### config.mk
export PLATFORM = sky130hd
export DESIGN_NAME = xlat_fault_enc
export DESIGN_NICKNAME = d
export VERILOG_FILES = /design/src/rtl/xlat_fault_pkg.sv /design/src/rtl/xlat_fault_decode.sv /design/src/rtl/xlat_fault_regs.sv /design/src/rtl/xlat_fault_enc.sv
export SDC_FILE = /design/constraint.sdc
export NUM_CORES = 1
export LEC_CHECK = 0
export ABC_AREA = 1
export BUFFER_PORTS_ARGS = -buffer_cell sky130_fd_sc_hd__buf_2
export CORE_ASPECT_RATIO = 0.75
export CORE_MARGIN = 2
export CORE_UTILIZATION = 39
export CTS_CLUSTER_SIZE = 28
export DETAILED_ROUTE_END_ITERATION = 8
export PLACE_DENSITY = 0.81
export SETUP_SLACK_MARGIN = 0.15
export SYNTH_ARGS = -nofsm -noshare
export SYNTH_HDL_FRONTEND = slang
export SYNTH_SLANG_ARGS = --single-unit
### constraint.sdc
create_clock -name clk -period 0.8 [get_ports clk]
set_input_delay 0.08 -clock clk [delete_from_list [all_inputs] [get_ports clk]]
set_output_delay 0.08 -clock clk [all_outputs]
set_load 0.01 [all_outputs]
### src/rtl/xlat_fault_pkg.sv
package xlat_fault_pkg;

  localparam logic [2:0] RES_OK     = 3'd0;
  localparam logic [2:0] RES_MISS   = 3'd1;
  localparam logic [2:0] RES_PROT   = 3'd2;
  localparam logic [2:0] RES_NOEXEC = 3'd3;
  localparam logic [2:0] RES_DSTORE = 3'd4;

  localparam logic [1:0] CLS_FETCH = 2'd0;
  localparam logic [1:0] CLS_STORE = 2'd2;

  localparam logic [1:0] DSK_INT  = 2'd0;
  localparam logic [1:0] DSK_FP   = 2'd1;
  localparam logic [1:0] DSK_RSV  = 2'd2;
  localparam logic [1:0] DSK_EXT  = 2'd3;

  typedef enum logic [2:0] {
    EXC_NONE  = 3'd0,
    EXC_ISTOR = 3'd1,
    EXC_DSTOR = 3'd2,
    EXC_ALIGN = 3'd3,
    EXC_PROG  = 3'd4
  } exc_e;

  localparam logic [31:0] ST_MISS   = 32'h4000_0000;
  localparam logic [31:0] ST_NOEXEC = 32'h1000_0000;
  localparam logic [31:0] ST_PROT   = 32'h0800_0000;
  localparam logic [31:0] ST_DSEG   = 32'h0400_0000;
  localparam logic [31:0] ST_STORE  = 32'h0200_0000;
  localparam logic [31:0] ST_EXTCTL = 32'h0010_0000;

  localparam logic [31:0] CODE_ALIGN_FP = 32'h0000_0001;
  localparam logic [31:0] CODE_INVAL    = 32'h0000_0020;

  typedef struct packed {
    exc_e        exc;
    logic [31:0] code;
    logic [31:0] stat;
    logic        we_exc;
    logic        we_code;
    logic        we_stat;
    logic        we_addr;
  } fault_dec_t;

endpackage

### src/rtl/xlat_fault_decode.sv
module xlat_fault_decode
  import xlat_fault_pkg::*;
(
  input  logic [2:0] res,
  input  logic [1:0] cls,
  input  logic [1:0] kind,
  output fault_dec_t dec
);

  logic        is_fetch;
  logic [31:0] store_q;

  always_comb begin
    is_fetch = (cls == CLS_FETCH);
    store_q  = (cls == CLS_STORE) ? ST_STORE : 32'h0;
    dec      = '{exc: EXC_NONE, code: 32'h0, stat: 32'h0,
                 we_exc: 1'b0, we_code: 1'b0, we_stat: 1'b0, we_addr: 1'b0};
    if (res != RES_OK) begin
      dec.we_exc = 1'b1;
      if (is_fetch && (res <= RES_DSTORE)) begin
        dec.exc     = EXC_ISTOR;
        dec.we_code = 1'b1;
        unique case (res)
          RES_MISS: dec.code = ST_MISS;
          RES_PROT: dec.code = ST_PROT;
          default:  dec.code = ST_NOEXEC;
        endcase
      end else if (!is_fetch && (res == RES_MISS || res == RES_PROT)) begin
        dec.exc     = EXC_DSTOR;
        dec.we_stat = 1'b1;
        dec.we_addr = 1'b1;
        dec.stat    = ((res == RES_MISS) ? ST_MISS : ST_PROT) | store_q;
      end else if (!is_fetch && res == RES_DSTORE && kind == DSK_FP) begin
        dec.exc     = EXC_ALIGN;
        dec.we_code = 1'b1;
        dec.we_addr = 1'b1;
        dec.code    = CODE_ALIGN_FP;
      end else if (!is_fetch && res == RES_DSTORE) begin
        dec.exc     = EXC_DSTOR;
        dec.we_stat = 1'b1;
        dec.we_addr = 1'b1;
        dec.stat    = ST_DSEG | store_q | ((kind == DSK_RSV) ? 32'h0 : ST_EXTCTL);
      end else begin
        dec.exc     = EXC_PROG;
        dec.we_code = 1'b1;
        dec.we_addr = 1'b1;
        dec.code    = CODE_INVAL;
      end
    end
  end

endmodule

### src/rtl/xlat_fault_regs.sv
module xlat_fault_regs
  import xlat_fault_pkg::*;
#(
  parameter int ADDR_W = 32
) (
  input  logic              clk,
  input  logic              rst_n,
  input  logic              stb,
  input  fault_dec_t        dec,
  input  logic [ADDR_W-1:0] va,
  output exc_e              exc_q,
  output logic [31:0]       code_q,
  output logic [31:0]       stat_q,
  output logic [ADDR_W-1:0] addr_q
);

  exc_e              exc_d;
  logic [31:0]       code_d;
  logic [31:0]       stat_d;
  logic [ADDR_W-1:0] addr_d;

  always_comb begin
    exc_d  = exc_q;
    code_d = code_q;
    stat_d = stat_q;
    addr_d = addr_q;
    if (stb) begin
      if (dec.we_exc)  exc_d  = dec.exc;
      if (dec.we_code) code_d = dec.code;
      if (dec.we_stat) stat_d = dec.stat;
      if (dec.we_addr) addr_d = va;
    end
  end

  always_ff @(posedge clk or negedge rst_n) begin
    if (!rst_n) begin
      exc_q  <= EXC_NONE;
      code_q <= '0;
      stat_q <= '0;
      addr_q <= '0;
    end else begin
      exc_q  <= exc_d;
      code_q <= code_d;
      stat_q <= stat_d;
      addr_q <= addr_d;
    end
  end

endmodule

### src/rtl/xlat_fault_enc.sv
module xlat_fault_enc
  import xlat_fault_pkg::*;
#(
  parameter int ADDR_W = 32
) (
  input  logic              clk,
  input  logic              rst_n,
  input  logic              fault_stb,
  input  logic [2:0]        xlat_res,
  input  logic [1:0]        acc_class,
  input  logic [1:0]        ds_kind,
  input  logic [ADDR_W-1:0] fault_va,
  output logic [2:0]        exc_sel,
  output logic [31:0]       err_code,
  output logic [31:0]       data_stat,
  output logic [ADDR_W-1:0] fault_addr
);

  fault_dec_t dec;
  exc_e       exc_q;

  xlat_fault_decode u_decode (
    .res  (xlat_res),
    .cls  (acc_class),
    .kind (ds_kind),
    .dec  (dec)
  );

  xlat_fault_regs #(.ADDR_W(ADDR_W)) u_regs (
    .clk    (clk),
    .rst_n  (rst_n),
    .stb    (fault_stb),
    .dec    (dec),
    .va     (fault_va),
    .exc_q  (exc_q),
    .code_q (err_code),
    .stat_q (data_stat),
    .addr_q (fault_addr)
  );

  assign exc_sel = exc_q;

  assert_hold_idle_R2: assert property (@(posedge clk) disable iff (!rst_n)
    (!fault_stb || xlat_res == RES_OK) |=>
      ($stable(exc_sel) && $stable(err_code) && $stable(data_stat) && $stable(fault_addr)));

  assert_fetch_miss_R3: assert property (@(posedge clk) disable iff (!rst_n)
    (fault_stb && acc_class == CLS_FETCH && xlat_res == RES_MISS) |=>
      (exc_sel == 3'd1 && err_code == 32'h4000_0000));

  assert_store_qual_R5: assert property (@(posedge clk) disable iff (!rst_n)
    (fault_stb && acc_class == CLS_STORE && xlat_res == RES_MISS) |=>
      (data_stat == 32'h4200_0000 && fault_addr == $past(fault_va)));

  assert_fp_align_R7: assert property (@(posedge clk) disable iff (!rst_n)
    (fault_stb && acc_class != CLS_FETCH && xlat_res == RES_DSTORE && ds_kind == DSK_FP) |=>
      (exc_sel == 3'd3 && err_code == 32'h0000_0001));

  assert_unknown_prog_R9: assert property (@(posedge clk) disable iff (!rst_n)
    (fault_stb && xlat_res > RES_DSTORE) |=> (exc_sel == 3'd4 && err_code == 32'h0000_0020));

  assert_fetch_keeps_data_R10: assert property (@(posedge clk) disable iff (!rst_n)
    (fault_stb && acc_class == CLS_FETCH && xlat_res != RES_OK && xlat_res <= RES_DSTORE) |=>
      ($stable(data_stat) && $stable(fault_addr)));

  assert_exc_legal_R1: assert property (@(posedge clk) disable iff (!rst_n)
    exc_sel <= 3'd4);

endmodule

==> impl_metrics.env <==
export IMPL_outcome="complete, but fails checks"
export IMPL_violations="negative setup slack"
export IMPL_ioPinCount=141
export IMPL_hp_class="input port to flip-flop"
export IMPL_route_detailed_wl_per_inst_um=14.4
export IMPL_dr_pass1_iters=4
export IMPL_period_minus_slack_ns=0.936
export IMPL_core_area_mm2=0.00577
export IMPL_startpoint_type="flip-flop"
export IMPL_fin_ws_ns=-0.136
export IMPL_vias=2363
export IMPL_areaGrowthSynthToFinish_pct=88.8
export IMPL_cpMaxStageDelayCell="dfrtp_1"
export IMPL_power_density_mw_per_mm2=1590
export IMPL_overflow=0
export IMPL_diodes=0
export IMPL_clockRootBuffer="clkbuf_8"
export IMPL_worstPathRequired_ns=0.72
export IMPL_setup_tns_final_ns=-7.05
export IMPL_cts_sinks=45
export IMPL_grt_max_degree=46
export IMPL_worstPathArrival_ns=0.86
export IMPL_fin_hold_ws_ns=0.00883
export IMPL_p_sw_mw=2.26
export IMPL_cap_violations=0
export IMPL_seqPwrFrac=0.393
export IMPL_p_clk_frac=0.224
export IMPL_synth_distinct_cells=19
export IMPL_cts_made_buffers=5
export IMPL_cp_slowest_stage_delay_ns=0.41
export IMPL_htree_num_levels=2
export IMPL_postSynthAreaPerCell_um2=8.31
export IMPL_pwr_share_comb=0.383
export IMPL_p_sw_frac=0.325
export IMPL_clock_skew_ns=0
export IMPL_crit_buf_inv=1
export IMPL_path_delay_family="flip-flops"
export IMPL_synth_warnings=0
export IMPL_rsz0062_at_grt="true"
export IMPL_die_area_mm2=0.00658
export IMPL_synth_seq_area_share=0.486
export IMPL_slew_violations=0
export IMPL_first_global_vias=2193
export IMPL_clock_path_buffers=2
export IMPL_setup_worst_path_end_class="output port"
export IMPL_netlist_area_mm2=0.00232
export IMPL_start_util=0.402
export IMPL_ant_nets=0
export IMPL_drt_total_wl_um=7900
export IMPL_p_int_mw=4.70
export IMPL_drive_gt1_frac=0.573
export IMPL_io_buffers=86
export IMPL_max_vdd_ir_drop_mv=1.16
export IMPL_fmax_mhz=1070
export IMPL_path_class="flip-flop to output port"
export IMPL_worst_path_max_fanout=2
export IMPL_nNetsFinal=512
export IMPL_grt_pass1_wl_um=11000
export IMPL_synth_seq_cells=45
export IMPL_final_hold_violation_count=0
export IMPL_grt_usage=0.216
export IMPL_chipHeight_um=70.8
export IMPL_path_clk_slew_ns=0.08
export IMPL_place_congestion=0.887
export IMPL_rows=24
export IMPL_fin_crit_sh=1.17
export IMPL_syn_inst=279
export IMPL_cts_tree="yes"
export IMPL_leakagePower_nw=2.43
export IMPL_via_per_inst=4.30
export IMPL_clock_latency_ns=0.29
export IMPL_final_area_mm2=0.00438
export IMPL_place_area_mm2=0.00282
export IMPL_path_cells="buf_2"
export IMPL_antenna_found_initial=0
export IMPL_dp_final_hpwl_um=3720
export IMPL_die_w_um=93.0
export IMPL_drc=0
export IMPL_first_iter_violations=51
export IMPL_finalSetupViolCount=87
-- synthesized netlist by cell type, drive strengths merged --
library cell,n,area (um^2)
o21ai,3,18.8
nand2,131,502
dfrtp,45,1130
conb,1,3.75
nand4,4,25.0
inv,11,46.3
nor3,1,5.00
nand3,6,40.0
buf,60,465
nor2,15,75.1
a21oi,2,10.0
-- stage by stage --
| stage | utilization | instances | worst slack (ns) | power (mW) |
|---|---|---|---|---|
| after detailed placement | 0.490 | 452 | -0.399 | 4.09 |
| after global routing | 0.759 | 549 | -0.154 | 7.28 |
| after floorplan | - | 332 | -0.0883 | 3.66 |
| after CTS | 0.673 | 521 | -0.130 | 6.31 |
| final | 0.759 | 549 | -0.136 | 6.96 |
| after global placement | 0.490 | 452 | -0.357 | 4.05 |
-- power groups by stage --
stage	Clock [mW]	Sequential (mW)	Combinational [mW]
after detailed placement	0	2.75	1.34
after global placement	0	2.74	1.30
after CTS	1.57	2.72	2.02
final	1.56	2.73	2.67
after floorplan	0	2.89	0.770
after global routing	1.67	2.76	2.85
-- worst paths after layout --
check	start	endpoint	slack (ns)	depth (start not counted)
worst min register to register	u_regs.code_q[30]$_DFFE_PN0P_	u_regs.code_q[30]$_DFFE_PN0P_	0.49	2
worst min-delay path	fault_va[25]	u_regs.addr_q[25]$_DFFE_PN0P_	0.009	3
worst max-delay path	u_regs.exc_q[1]$_DFFE_PN0P_	exc_sel[1]	-0.14	1
max in group asynchronous	rst_n	u_regs.addr_q[29]$_DFFE_PN0P_	0.28	3
min in group asynchronous	rst_n	u_regs.addr_q[20]$_DFFE_PN0P_	0.29	3
worst max register to register	u_regs.addr_q[19]$_DFFE_PN0P_	u_regs.addr_q[19]$_DFFE_PN0P_	-0.05	4
-- per-layer routing --
metal,track usage,up-vias,part of all wire
met5,0,-,0
met2,0.374,93,0.54
met4,0.0474,0,0.018
li1,-,1123,-
met3,0.0469,15,0.050
met1,0.280,1132,0.40
-- what timing repair did --
| item | CTS | global route |
|---|---|---|
| resized for setup | 91 | 74 |
| cloned | 6 | 0 |
| pin swaps | 34 | 20 |
| hold buffers | 30 | 0 |
| hold endpoints to repair | 75 | 0 |
| setup buffers | 25 | 28 |
| setup endpoints to repair | 90 | 90 |
-- cells by family after synthesis --
| logic type | count (synthesis) | share of synthesized area |
|---|---|---|
| AND/OR/NAND/NOR | 157 | 0.279 |
| flip-flops | 45 | 0.486 |
| AO/OA/AOI/OAI | 5 | 0.0124 |
| buffers and inverters | 71 | 0.221 |
| other | 1 | 0.00162 |
-- area by class of cell --
| type | count | area (um^2) |
|---|---|---|
| Clock buffer | 7 | 96.3 |
| Multi-Input combinational cell | 216 | 1330 |
| Timing Repair inverter | 3 | 56.3 |
| Timing Repair Buffer | 188 | 1580 |
| Inverter | 11 | 86.3 |
| Sequential cell | 45 | 1130 |
| Tap cell | 78 | 97.6 |
| Clock inverter | 1 | 5.00 |
| Fill cell | 395 | 1390 |
-- state kept, by name (all words and copies together), names as in the netlist --
| signal | count |
|---|---|
| u_regs.code_q | 5 |
| u_regs.addr_q | 32 |
| u_regs.stat_q | 5 |
| u_regs.exc_q | 3 |
-- placed cells by master (no fill, tap or decap), types with 3 or more instances in the layout --
master	instances
buf_12	9
buf_16	3
buf_2	72
buf_4	50
buf_6	21
buf_8	3
clkbuf_8	7
conb_1	54
dfrtp_1	45
dlygate4sd3_1	30
inv_1	5
inv_16	4
nand2_1	52
nand2_2	51
nand2_4	26
nand3_1	3
nand3_4	3
nand4_1	4
nor2_1	6
nor2_2	3
nor2_4	5
Power figures use the tool's default switching activity.
